File: config.mk
export PLATFORM = sky130hd
export DESIGN_NAME = irq_state_ctrl
export DESIGN_NICKNAME = d
export VERILOG_FILES = /design/src/rtl/isc_pkg.sv /design/src/rtl/isc_edge_detect.sv /design/src/rtl/isc_source.sv /design/src/rtl/isc_arbiter.sv /design/src/rtl/irq_state_ctrl.sv
export SDC_FILE = /design/constraint.sdc
export NUM_CORES = 1
export LEC_CHECK = 0
export ABC_AREA = 0
export BUFFER_PORTS_ARGS = -buffer_cell sky130_fd_sc_hd__buf_4
export CAP_MARGIN = 25
export CORE_ASPECT_RATIO = 1.5
export CORE_MARGIN = 2
export CORE_UTILIZATION = 40
export DETAILED_ROUTE_END_ITERATION = 16
export GPL_TIMING_DRIVEN = 0
export MAX_ROUTING_LAYER = met4
export PLACE_DENSITY_LB_ADDON = 0.08
export SLEW_MARGIN = 20
export SYNTH_ARGS = -nofsm -noshare
export SYNTH_HDL_FRONTEND = slang
export SYNTH_SLANG_ARGS = --single-unit
File: constraint.sdc
create_clock -name clk -period 13.6 [get_ports clk]
set_input_delay 2.04 -clock clk [delete_from_list [all_inputs] [get_ports clk]]
set_output_delay 2.04 -clock clk [all_outputs]
set_load 0.02 [all_outputs]
File: src/rtl/isc_pkg.sv
package isc_pkg;

    typedef enum logic [1:0] {
        ST_IDLE = 2'd0,
        ST_PEND = 2'd1,
        ST_ACT  = 2'd2
    } src_state_e;

endpackage

File: src/rtl/isc_edge_detect.sv
module isc_edge_detect #(
    parameter int NSRC = 8
) (
    input  logic            clk,
    input  logic            rst_n,
    input  logic [NSRC-1:0] line_i,
    output logic [NSRC-1:0] rise_o
);

    typedef struct packed {
        logic [NSRC-1:0] line;
    } ed_reg_t;

    ed_reg_t ed_d, ed_q;

    always_comb begin
        ed_d      = ed_q;
        ed_d.line = line_i;
        rise_o    = line_i & ~ed_q.line;
    end

    always_ff @(posedge clk or negedge rst_n) begin
        if (!rst_n) begin
            ed_q <= '0;
        end else begin
            ed_q <= ed_d;
        end
    end

endmodule

File: src/rtl/isc_source.sv
module isc_source
    import isc_pkg::*;
#(
    parameter int PRIO_W = 4
) (
    input  logic              clk,
    input  logic              rst_n,
    input  logic              line_i,
    input  logic              rise_i,
    input  logic              cfg_hit_i,
    input  logic              cfg_en_i,
    input  logic              cfg_edge_i,
    input  logic [PRIO_W-1:0] cfg_prio_i,
    input  logic              ack_hit_i,
    input  logic              deact_hit_i,
    output logic              pend_o,
    output logic [PRIO_W-1:0] prio_o
);

    typedef struct packed {
        src_state_e        state;
        logic              latch;
        logic              en;
        logic              edge_md;
        logic [PRIO_W-1:0] prio;
    } src_reg_t;

    src_reg_t src_d, src_q;
    logic     trig;

    always_comb begin
        src_d = src_q;
        trig  = src_q.edge_md ? rise_i : line_i;
        unique case (src_q.state)
            ST_IDLE: begin
                if (src_q.en && trig) begin
                    src_d.state = ST_PEND;
                end
            end
            ST_PEND: begin
                if (ack_hit_i) begin
                    src_d.state = ST_ACT;
                end
            end
            ST_ACT: begin
                if (src_q.edge_md && rise_i) begin
                    src_d.latch = 1'b1;
                end
                if (deact_hit_i) begin
                    src_d.state = (src_q.edge_md && (src_q.latch || rise_i)) ? ST_PEND : ST_IDLE;
                    src_d.latch = 1'b0;
                end
            end
            default: begin
                src_d.state = ST_IDLE;
                src_d.latch = 1'b0;
            end
        endcase
        if (cfg_hit_i) begin
            src_d.en      = cfg_en_i;
            src_d.edge_md = cfg_edge_i;
            src_d.prio    = cfg_prio_i;
            src_d.state   = ST_IDLE;
            src_d.latch   = 1'b0;
        end
    end

    always_ff @(posedge clk or negedge rst_n) begin
        if (!rst_n) begin
            src_q <= '0;
        end else begin
            src_q <= src_d;
        end
    end

    assign pend_o = (src_q.state == ST_PEND);
    assign prio_o = src_q.prio;

    AST_CFG_IDLE: assert property (@(posedge clk) disable iff (!rst_n)
        cfg_hit_i |=> (src_q.state == ST_IDLE && !src_q.latch));
    AST_ACK_ACTIVATES: assert property (@(posedge clk) disable iff (!rst_n)
        (src_q.state == ST_PEND && ack_hit_i && !cfg_hit_i) |=> (src_q.state == ST_ACT));
    AST_ACTIVE_HOLDS: assert property (@(posedge clk) disable iff (!rst_n)
        (src_q.state == ST_ACT && !deact_hit_i && !cfg_hit_i) |=> (src_q.state == ST_ACT));
    AST_EDGE_NO_REPEND: assert property (@(posedge clk) disable iff (!rst_n)
        (src_q.state == ST_ACT && src_q.edge_md && deact_hit_i && !src_q.latch && !rise_i && !cfg_hit_i)
        |=> (src_q.state == ST_IDLE));
    AST_LEVEL_REPEND: assert property (@(posedge clk) disable iff (!rst_n)
        (src_q.state == ST_IDLE && !src_q.edge_md && src_q.en && line_i && !cfg_hit_i)
        |=> (src_q.state == ST_PEND));
    AST_LATCH_REPEND: assert property (@(posedge clk) disable iff (!rst_n)
        (src_q.state == ST_ACT && src_q.edge_md && src_q.latch && deact_hit_i && !cfg_hit_i)
        |=> (src_q.state == ST_PEND));

endmodule

File: src/rtl/isc_arbiter.sv
module isc_arbiter #(
    parameter int NSRC   = 8,
    parameter int PRIO_W = 4,
    parameter int ID_W   = 4
) (
    input  logic [NSRC-1:0]              pend_i,
    input  logic [NSRC-1:0][PRIO_W-1:0] prio_i,
    output logic                         win_valid_o,
    output logic [ID_W-1:0]              win_id_o
);

    logic [PRIO_W-1:0] best_prio;

    always_comb begin
        win_valid_o = 1'b0;
        win_id_o    = '1;
        best_prio   = '1;
        for (int i = 0; i < NSRC; i++) begin
            if (pend_i[i] && (!win_valid_o || prio_i[i] < best_prio)) begin
                win_valid_o = 1'b1;
                win_id_o    = ID_W'(i);
                best_prio   = prio_i[i];
            end
        end
    end

endmodule

File: src/rtl/irq_state_ctrl.sv
module irq_state_ctrl #(
    parameter int NSRC   = 8,
    parameter int PRIO_W = 4,
    parameter int ID_W   = $clog2(NSRC + 1)
) (
    input  logic              clk,
    input  logic              rst_n,
    input  logic [NSRC-1:0]   irq_line,
    input  logic              cfg_we,
    input  logic [ID_W-1:0]   cfg_id,
    input  logic              cfg_en,
    input  logic              cfg_edge,
    input  logic [PRIO_W-1:0] cfg_prio,
    input  logic              ack_rd,
    output logic [ID_W-1:0]   ack_id,
    input  logic              deact_we,
    input  logic [ID_W-1:0]   deact_id,
    output logic              irq
);

    localparam logic [ID_W-1:0] SPUR_ID = {ID_W{1'b1}};

    logic [NSRC-1:0]              rise;
    logic [NSRC-1:0]              pend;
    logic [NSRC-1:0][PRIO_W-1:0] prio;
    logic                         win_valid;
    logic [ID_W-1:0]              win_id;

    isc_edge_detect #(.NSRC(NSRC)) u_edge (
        .clk    (clk),
        .rst_n  (rst_n),
        .line_i (irq_line),
        .rise_o (rise)
    );

    for (genvar g = 0; g < NSRC; g++) begin : g_src
        logic cfg_hit, ack_hit, deact_hit;
        assign cfg_hit   = cfg_we && (cfg_id == ID_W'(g));
        assign ack_hit   = ack_rd && win_valid && (win_id == ID_W'(g));
        assign deact_hit = deact_we && (deact_id == ID_W'(g));

        isc_source #(.PRIO_W(PRIO_W)) u_src (
            .clk         (clk),
            .rst_n       (rst_n),
            .line_i      (irq_line[g]),
            .rise_i      (rise[g]),
            .cfg_hit_i   (cfg_hit),
            .cfg_en_i    (cfg_en),
            .cfg_edge_i  (cfg_edge),
            .cfg_prio_i  (cfg_prio),
            .ack_hit_i   (ack_hit),
            .deact_hit_i (deact_hit),
            .pend_o      (pend[g]),
            .prio_o      (prio[g])
        );
    end

    isc_arbiter #(.NSRC(NSRC), .PRIO_W(PRIO_W), .ID_W(ID_W)) u_arb (
        .pend_i      (pend),
        .prio_i      (prio),
        .win_valid_o (win_valid),
        .win_id_o    (win_id)
    );

    assign irq    = |pend;
    assign ack_id = win_valid ? win_id : SPUR_ID;

    AST_IRQ_HAS_ID: assert property (@(posedge clk) disable iff (!rst_n)
        irq |-> (ack_id != SPUR_ID));
    AST_QUIET_SPUR: assert property (@(posedge clk) disable iff (!rst_n)
        !irq |-> (ack_id == SPUR_ID));
    AST_ACK_RETIRES: assert property (@(posedge clk) disable iff (!rst_n)
        (ack_rd && irq) |=> (ack_id != $past(ack_id)));

endmodule

After elaboration in Yosys (flattened, before gate mapping)
Index checks and enable logic that the tools add are counted.

Order comparisons: 7. Equality and inequality tests: 77. Mux-type cells: 96. Bitwise operators: 2. Reductions and logical operators: 114.

Operators by type and width (number): 9-bit two-way mux (8); 4-bit two-way mux (16); 1-bit logical AND (56); 4-bit by 3-bit == test with 1-bit output (second input constant) (12); 3-bit inequality test (second input constant) (16); 2-bit one-hot mux with 3 select lines (8); 1-bit two-way mux (32); 2-bit two-way mux (16); 4-bit by 3-bit inequality test with 1-bit output (second input constant) (8); 4-bit < comparator (7); 4-bit by 2-bit == test with 1-bit output (second input constant) (6); 3-bit two-way mux (8); 3-bit by 2-bit inequality test with 1-bit output (second input constant) (8); 3-bit AND reduction (8); 2-bit by 1-bit == test with 1-bit output (second input constant) (8); 2-bit == test (second input constant) (8); 2-bit zero test (8); 2-bit by 1-bit inequality test with 1-bit output (second input constant) (8); 1-bit one-hot mux with 2 select lines (8); 2-bit AND reduction (8); 2-bit OR reduction (8); 1-bit logical OR (15); 4-bit by 1-bit == test with 1-bit output (second input constant) (3); 4-bit zero test (3); other kinds (4) (10).

Flip-flop bits (word level): 80. Input port bits: 27. Output and inout port bits: 5. Logic and storage cells: 337.

Logic depth before layout (Yosys ltp)
Gate-level depths: netlist (run 1).

Depth after elaboration: 35. Gate-level depth with buffers: 70.

By module
Synthesis (run 1) repeated with hierarchy kept, for this count alone.

Cells, all modules: 557. Area, all modules: 5402.7 um2.

By module, submodules not included: isc_source (times used 8, cells an instance 35, area each 422.9 um2); isc_arbiter (times used 1, cells an instance 215, area each 1453.9 um2); isc_edge_detect (times used 1, cells an instance 16, area each 310.3 um2); irq_state_ctrl (times used 1, cells an instance 46, area each 255.2 um2).

Least setup slack after synthesis (run 1)
No wires, ideal clock.

Path kind: register to output. Start point: register g_src[0].u_src.src_q[8] (netlist bit). End point: output port ack_id[2]. Data arrival time: 12.224 ns. Data required time: 11.560 ns. Slack: -0.664 ns. Stages on the path, launching flop included: 65. Cell sequence: dfrtp_1 nand2b_1 buf_4 nor2_1 ha_1 nand3b_1 a21oi_1 nor2_1 nand2_1 a21oi_1 inv_1 ha_1 nand3_1 o31ai_2 a21oi_1 o21ai_0 inv_1 ha_1 [29 not listed] a21oi_1 o21ai_0 a211oi_1 nor4bb_1 or4_1 buf_2 clkbuf_1 nor2_1 a21oi_1 ha_1 a2111oi_0 o21a_1 and2_1 nand3_1 mux2_2 a31o_2 clkbuf_1 or3b_4.

Longest elaborated chain between the ends: 31. Elaborated cells on any way between the ends: 53. Classes of those cells: order compare (7); eq/ne (1); mux (24); reduce/logical (21).

RTL lines: start: declaration (RTL line isc_source.sv:28) `src_reg_t src_d, src_q;`; start signal: assignment (RTL line isc_source.sv:72) `src_q <= src_d;`; 2-bit by 1-bit == test with 1-bit output * (RTL line isc_source.sv:76) `assign pend_o = (src_q.state == ST_PEND);`; 4-bit two-way mux or 1-bit two-way mux (tied branches) (RTL line isc_arbiter.sv:19) `if (pend_i[i] && (!win_valid_o || prio_i[i] < best_prio)) begin`; 4-bit < comparator or 1-bit zero test (tied branches) (RTL line isc_arbiter.sv:19); 1-bit logical OR (RTL line isc_arbiter.sv:19); 1-bit logical AND (RTL line isc_arbiter.sv:19); 4-bit two-way mux or 1-bit two-way mux (tied branches) (RTL line isc_arbiter.sv:19); 4-bit < comparator or 1-bit zero test (tied branches) (RTL line isc_arbiter.sv:19); 1-bit logical OR (RTL line isc_arbiter.sv:19); [15 not listed]; 1-bit logical OR (RTL line isc_arbiter.sv:19); 1-bit logical AND (RTL line isc_arbiter.sv:19); 4-bit two-way mux or 1-bit two-way mux (tied branches) (RTL line isc_arbiter.sv:19); 4-bit < comparator or 1-bit zero test (tied branches) (RTL line isc_arbiter.sv:19); 1-bit logical OR (RTL line isc_arbiter.sv:19); 1-bit logical AND (RTL line isc_arbiter.sv:19); 4-bit two-way mux or 1-bit two-way mux (tied branches) (RTL line isc_arbiter.sv:19); 4-bit two-way mux * (RTL line irq_state_ctrl.sv:66) `assign ack_id = win_valid ? win_id : SPUR_ID;`; end: declaration (RTL line irq_state_ctrl.sv:15) `output logic [ID_W-1:0] ack_id,`.

Mark *: on every way between the ends. The rest lies on a longest branch, timed or not.

Worst setup path after layout (run 1)
Ends and elaborated chain as after synthesis.

==> key figures, run 1 <==
Run status
  – Status: completed

STA
  – Max frequency: 0.0750 GHz
  – Post-route setup slack: between 200 and 300 ps
  – Final hold slack: ~510 ps
  – Slew @ Worst Pin: between 700 and 800 ps
  – Final setup viols: 0
  – Max Slew Vio Count: 0
  – RSZ-0062 raised after global routing: yes
  – Final hold vios: 0
  – Minimum clock period: between 10000 and 15000 ps
  – Post-route setup TNS: 0 ps
  – Layout Skew: 8.05 ps
  – Relative slew slack: 0.471
  – Final period utilization: 0.980

Floorplanning
  – Starting Density: 0.410
  – Total Die Area: 14300 um2
  – Die height: 146 um
  – Core Region: 13000 um2
  – Row cnt: between 50 and 60
  – Die X: 98.3 um
  – Top Ports: 32

Global routing
  – Pin count of the biggest net entering global routing: 81
  – Antenna violations before repair: 0
  – Global-route usage over all layers: 0.242
  – Grt total ovfl: 0
  – First-pass GRT wire length: about 27000 um
  – Vias in the first global route: between 5000 and 6000

Placement
  – Port Buf Inserts: 31
  – Gpl congestion: about 0.93
  – HPWL after DPL: roughly 12000 um
  – Placed Area: between 5000 and 6000 um2
  – Worst slack, placed: -1980 ps

Worst setup path
  – Worst R2R Path Depth: approximately 60
  – CP most frequent cell: ha_4
  – Delay-heaviest family, CP: compound AO/OA/AOI/OAI gates
  – Worst r2r src: g_src[0].u_src.src_q[8]
  – WP buf/inv: 6
  – Worst Path Arrival: roughly 11000 ps
  – Reg-to-reg endpoint: g_src[6].u_src.src_q[7]
  – Max FO, Critical Path: 8
  – Endpoint class of the critical path: output pin
  – Reg-to-reg slack, setup: ~2200 ps
  – Crit start category: register
  – Critical Path RT: between 10000 and 15000 ps
  – Setup Crit Path Kind: reg2out
  – CP max-delay cell: or4_4
  – Crit-path max cell delay: approximately 630 ps

Synthesis
  – Number of synthesized flops with an enable pin: 0
  – Syn avg cell area: between 9 and 10 um2
  – Post-synthesis xor/xnor area fraction: 0.00164
  – Simple-gate area share of the yosys netlist: 0.230
  – Synth Area in Compound Gates: 0.218
  – Yosys Warn Count: 0
  – Multiplexer share of the synthesized area: 0.117
  – Main synth FF type: dfrtp_1
  – Mapped cell area: roughly 5300 um2
  – Syn_nets: 610
  – Mapped Cells: 572
  – Adder-cell share of the synthesized area: 0.0333
  – Sequential area share after synthesis: 0.375
  – Yosys cell types: 77
  – Async SR Flop Fraction: 1.00
  – Largest family of logic cells by synthesized area: simple AND/OR/NAND/NOR gates
  – Number of synthesized register bits: 80

Final layout
  – Synth-to-Final Area Change: 33.3%
  – Fillers: about 1200
  – Layout cells sized above 1: 0.389
  – Design Area, Final: between 7000 and 8000 um2
  – Flip-flop and latch area: 2000 um2
  – Final nets: approximately 710
  – Antenna cell count: 0
  – Multi-input logic area: between 3000 and 4000 um2

Drt
  – Wire per inst: between 20 and 25 um
  – Final wirelength: about 17000 um
  – Starting DRT DRC Count: about 320
  – Detail-routed via count per cell: approximately 6.2
  – Via Count: between 5000 and 6000
  – DR DRC count: 0
  – Drt pass-1 iters: 5
  – Antenna viol nets, final: 0

Clocking
  – Clock Path Buffers: 2
  – CTS tree: yes
  – Worst-Skew Late Latency: around 340 ps
  – Cts bufs inserted: 9
  – Clk pin slew, worst setup/hold paths: 70 ps
  – Clock root buffer: clkbuf_16
  – CTS sink count: 80
  – H-tree levels: 3

Run
  – MaxCap Viol Count: 0

Hold path
  – Hold EP: g_src[4].u_src.prio_o[0]
  – Hold path start: g_src[4].u_src.prio_o[0]
  – Hold Path Class: reg2reg
  – Hold depth: 1
-- cell families after synthesis --
logic type,after synthesis
compound gates,164
xor+xnor,1
fa+ha+maj,15
buf+inv,30
flops,80
mux,56
simple gates,226
-- worst max-delay path by stage --
stage / start / to / slack, ps / depth (start not counted)
finish: g_src[0].u_src.src_q[8] / ack_id[2] / 270 / 59
global route: g_src[0].u_src.src_q[8] / ack_id[2] / -220 / 61
CTS: g_src[0].u_src.src_q[8] / ack_id[2] / -10 / 65
detailed placement: g_src[0].u_src.src_q[8] / ack_id[2] / -1980 / 68
global placement: g_src[0].u_src.src_q[8] / ack_id[2] / -1850 / 67
floorplan: g_src[0].u_src.src_q[8] / ack_id[2] / 10 / 66
-- layout make-up --
class                           instances  area share
Sequential cell                        80       0.281
Buffer                                  7     0.00492
Timing Repair Buffer                   98       0.105
Clock buffer                            9      0.0316
Multi-Input combinational cell        462       0.528
Clock inverter                          7      0.0114
Tap cell                              159      0.0279
Inverter                               16     0.00879
-- routing by layer --
layer	share of wire	GRT usage	vias up	wire, um
met5	0	-	-	0
met3	0.039	0.0322	54	658
met1	0.40	0.281	2558	6770
li1	-	-	2387	-
met2	0.52	0.411	168	8860
met4	0.038	0.113	0	651
-- layout by cell type (no fill, tap or decap), drive strengths merged, types with 14 or more instances in the layout --
master and count:
mux2 50, nor2b 19, nand3 17, nor3 19, o21ai 34, buf 100
clkbuf 14, nand2 51, inv 21, a21oi 28, nor2 43, dfrtp 80
nand2b 18, a31oi 16
-- Yosys cell counts (all sizes together), types with 3 or more instances --
library cell   n  share of area
nand3b         7         0.0098
nor2          43          0.030
inv           16          0.011
o32a           3         0.0056
and2           5         0.0059
nand2b        18          0.021
a21boi         3         0.0042
mux2i          6          0.011
o22ai          4         0.0047
clkbuf         9         0.0063
a2bb2oi        3         0.0049
nand3         17          0.016
a31oi         16          0.019
nor3b          3         0.0042
a21o           3         0.0042
a21oi         28          0.026
or2            3         0.0035
o21ai         34          0.032
o32ai          4         0.0080
buf            5         0.0075
a311oi         4         0.0077
ha            11          0.026
a211oi         6         0.0084
nor3          19          0.018
nor2b         19          0.024
maj3           4         0.0075
or3b           5         0.0087
mux2          50           0.11
and3           9          0.011
nor4           4         0.0070
o31ai          9          0.015
or3            8          0.010
a221oi         3         0.0061
dfrtp         80           0.37
o211ai         9          0.013
a41oi          3         0.0049
o21a           6         0.0084
nand2         51          0.037
-- stage by stage --
step,instances,util
2_1_floorplan,572,-
6_report,838,0.547
4_1_cts,822,0.533
5_1_grt,838,0.547
3_3_place_gp,762,0.453
3_5_place_dp,762,0.453
-- registers in the layout (all words and copies together) (netlist names) --
signal,count
g_src.u_src.prio_o,32
u_edge.ed_q,8
g_src.u_src.src_q,40
-- timing repair --
| action | CTS | global route |
|---|---|---|
| hold buffers | 0 | 0 |
| buffers inserted | 46 | 21 |
| endpoints found under the setup margin | 18 | 3 |
| resized for setup | 79 | 19 |
| pin swaps | 40 | 42 |
-- worst reg2reg max path, delay by kind of cell, from the launching register on --
family	cells	cell delay [ps]
compound gates	27	4960
buf+inv	7	680
simple gates	17	2870
mux	3	710
fa+ha+maj	7	1670
flops	1	420
Power of run 1 is not shown: default switching activity piles up to over one toggle a cycle in this logic, so the estimate is an artifact.
==> run 2: changes to the inputs <==
- CTS_CLUSTER_SIZE: not set -> 8
- GPL_TIMING_DRIVEN: 0 -> 1
- SETUP_SLACK_MARGIN: not set -> 0.4
==> run 2 against run 1 <==
  * Die area did not move
  * Global-route usage rose by 1.0 points
  * Core utilization rose by 0.49 points
  * Register-to-register slack improved by 180 ps
  * Fmax rose by 0.40%
  * Non-clock buffer count rose by 7
  * Cell count rose by 0.84%
  * Clock skew fell by 1.4 ps
  * Hold slack improved by 7.0 ps
  * Routed wire length rose by 6.4%
  * Largest cell class unchanged
==> key figures, run 2 (synthesis gave the netlist of run 1 again) <==
Run status
  – Status: completed

Placement
  – Port Buf Inserts: 31 (unchanged)
  – Gpl congestion: 0.991 (+6.4%)
  – Worst slack, placed: -122 ps (+1850 ps)
  – HPWL after DPL: 12400 um (+4.3%)

Final layout
  – Final nets: 719 (+0.98%)
  – Commonest non-fill, non-tap cell in the layout: buf_4
  – Synth-to-Final Area Change: 34.5%
  – Flip-flop and latch area: 2000 um2 (unchanged)
  – Max FFs per register: 40 (unchanged)
  – Fillers: 1209 (+1.3%)
  – Commonest non-fill, non-tap cells in the layout: buf_4 (107), dfrtp_1 (78), mux2_2 (48)
  – Multi-input logic area: 3710 um2 (-1.3%)
  – Top reg by flops: g_src.u_src.src_q
  – Layout cells sized above 1: 0.399 (+0.0106)
  – Antenna cell count: 0 (unchanged)

STA
  – Final period utilization: 0.976 (-0.00386)
  – Minimum clock period: 13280 ps (-52.5 ps)
  – Relative slew slack: 0.363 (-0.109)
  – Max frequency: 0.0753 GHz (+0.40%)
  – Max Slew Vio Count: 0 (unchanged)
  – Post-route setup slack: 322 ps (+52.5 ps)
  – Layout Skew: 6.65 ps (-1.40 ps)
  – Slew @ Worst Pin: 953 ps (+168 ps)
  – Final setup viols: 0 (unchanged)
  – RSZ-0062 raised after global routing: yes
  – Final hold vios: 0 (unchanged)

Floorplanning
  – Starting Density: 0.410 (unchanged)
  – Total Die Area: 14300 um2 (unchanged)
  – Die height: 146 um (unchanged)
  – Row cnt: 51 (unchanged)
  – Core Region: 13000 um2 (unchanged)
  – Die X: 98.3 um (unchanged)
  – Top Ports: 32 (unchanged)

Global routing
  – GR Util met2: 0.422 (+0.0116)
  – GR Util met3: 0.0341 (+0.00192)
  – Gr busiest metal: met2
  – Pin count of the biggest net entering global routing: 81 (unchanged)
  – Antenna violations before repair: 0 (unchanged)
  – First-pass GRT wire length: 27800 um (+2.8%)
  – Grt total ovfl: 0 (unchanged)
  – Met1 usage: 0.283 (+0.00158)
  – Vias in the first global route: 5234 (-0.34%)
  – Global-route usage over all layers: 0.252 (+0.0103)

Worst setup path
  – Crit-path max cell delay: 590 ps (-40 ps)
  – Max FO, Critical Path: 4 (-4)
  – Worst Path Arrival: 11240 ps (-50 ps)
  – Endpoint class of the critical path: output pin
  – Crit start category: register
  – CP most frequent cell: ha_4
  – Setup Crit Path Kind: reg2out
  – Critical Path RT: 11560 ps (about the same)
  – CP max-delay cell: or4_4

Hold path
  – Hold Path Class: reg2reg

Drt
  – Starting DRT DRC Count: 253 (-21%)
  – Drt pass-1 iters: 5 (unchanged)
  – Via Count: 5252 (+1.6%)
  – Final wirelength: 18000 um (+6.4%)
  – Wire per inst: 21.3 um (+5.5%)
  – DR DRC count: 0 (unchanged)
  – Antenna viol nets, final: 0 (unchanged)
  – Detail-routed via count per cell: 6.22 (+0.80%)

Clocking
  – CTS tree: yes
  – Worst-Skew Late Latency: 350 ps (about the same)
  – Clock root buffer: clkbuf_16
  – CTS sink count: 80 (unchanged)
  – Clk pin slew, worst setup/hold paths: 60 ps (about the same)
  – Clock Path Buffers: 2 (unchanged)
  – Cts bufs inserted: 9 (unchanged)
  – H-tree levels: 3 (unchanged)

Run
  – MaxCap Viol Count: 0 (unchanged)
## run 2: changes by cell type in the layout (fill, tap and decap cells not counted), moves of 3 or more
cell | previous run | this run
inv_6 | 4 | 1
nand2_1 | 43 | 46
buf_4 | 94 | 107
nand2_2 | 4 | 1
clkbuf_1 | 5 | 1
## run 2: layer usage
metal | vias up | part of all wire
li1 | 2394 | -
met2 | 182 | 0.51
met1 | 2589 | 0.38
met5 | - | 0
met4 | 0 | 0.067
met3 | 87 | 0.039
## run 2: area by class of cell
class	count	share of cell area
repair buffers	112	0.120
multi-input cells	462	0.517
well taps	159	0.0277
clock buffers	10	0.0319
flip-flops and latches	80	0.279
clock inverters	6	0.0160
inverters	16	0.00871
## run 2: worst paths after layout
check                                         from                       to  slack, ps  cells after the start
max reg2reg                g_src[0].u_src.src_q[8]  g_src[0].u_src.src_q[7]       2360                     66
max in group asynchronous                    rst_n  g_src[0].u_src.src_q[7]      11320                      1
min in group asynchronous                    rst_n  g_src[2].u_src.src_q[4]       1730                      1
max                        g_src[0].u_src.src_q[8]                ack_id[2]        320                     59
min                        g_src[2].u_src.src_q[5]  g_src[2].u_src.src_q[5]        520                      1
min reg2reg                g_src[2].u_src.src_q[5]  g_src[2].u_src.src_q[5]        520                      1
## run 2: critical path: cells and delay by family (launching register included)
family | cells | cell delay (ps)
compound gates | 22 | 3700
fa+ha+maj | 7 | 1720
buf+inv | 7 | 680
flops | 1 | 410
mux | 3 | 830
simple gates | 20 | 3600
## run 2: metrics by stage
stage          hold WS, ps  setup TNS, ps  cell area (um2)  std cells   util
3_3_place_gp           489              0             6020        760  0.462
2_1_floorplan          479              0             5620        572      -
5_1_grt                521           -418             7180        845  0.552
6_report               515              0             7180        845  0.552
4_1_cts                513              0             6800        819  0.522
3_5_place_dp           499           -122             6020        760  0.462
## run 2: what timing repair did
| item | in CTS | in global routing |
|---|---|---|
| pin swaps | 29 | 48 |
| hold buffers | 0 | 0 |
| hold endpoints to repair | 0 | 0 |
| resized for setup | 25 | 39 |
| setup buffers | 43 | 26 |
| cloned | 0 | 0 |
| endpoints found under the setup margin | 3 | 3 |
Power of run 2 is left out for the same reason.
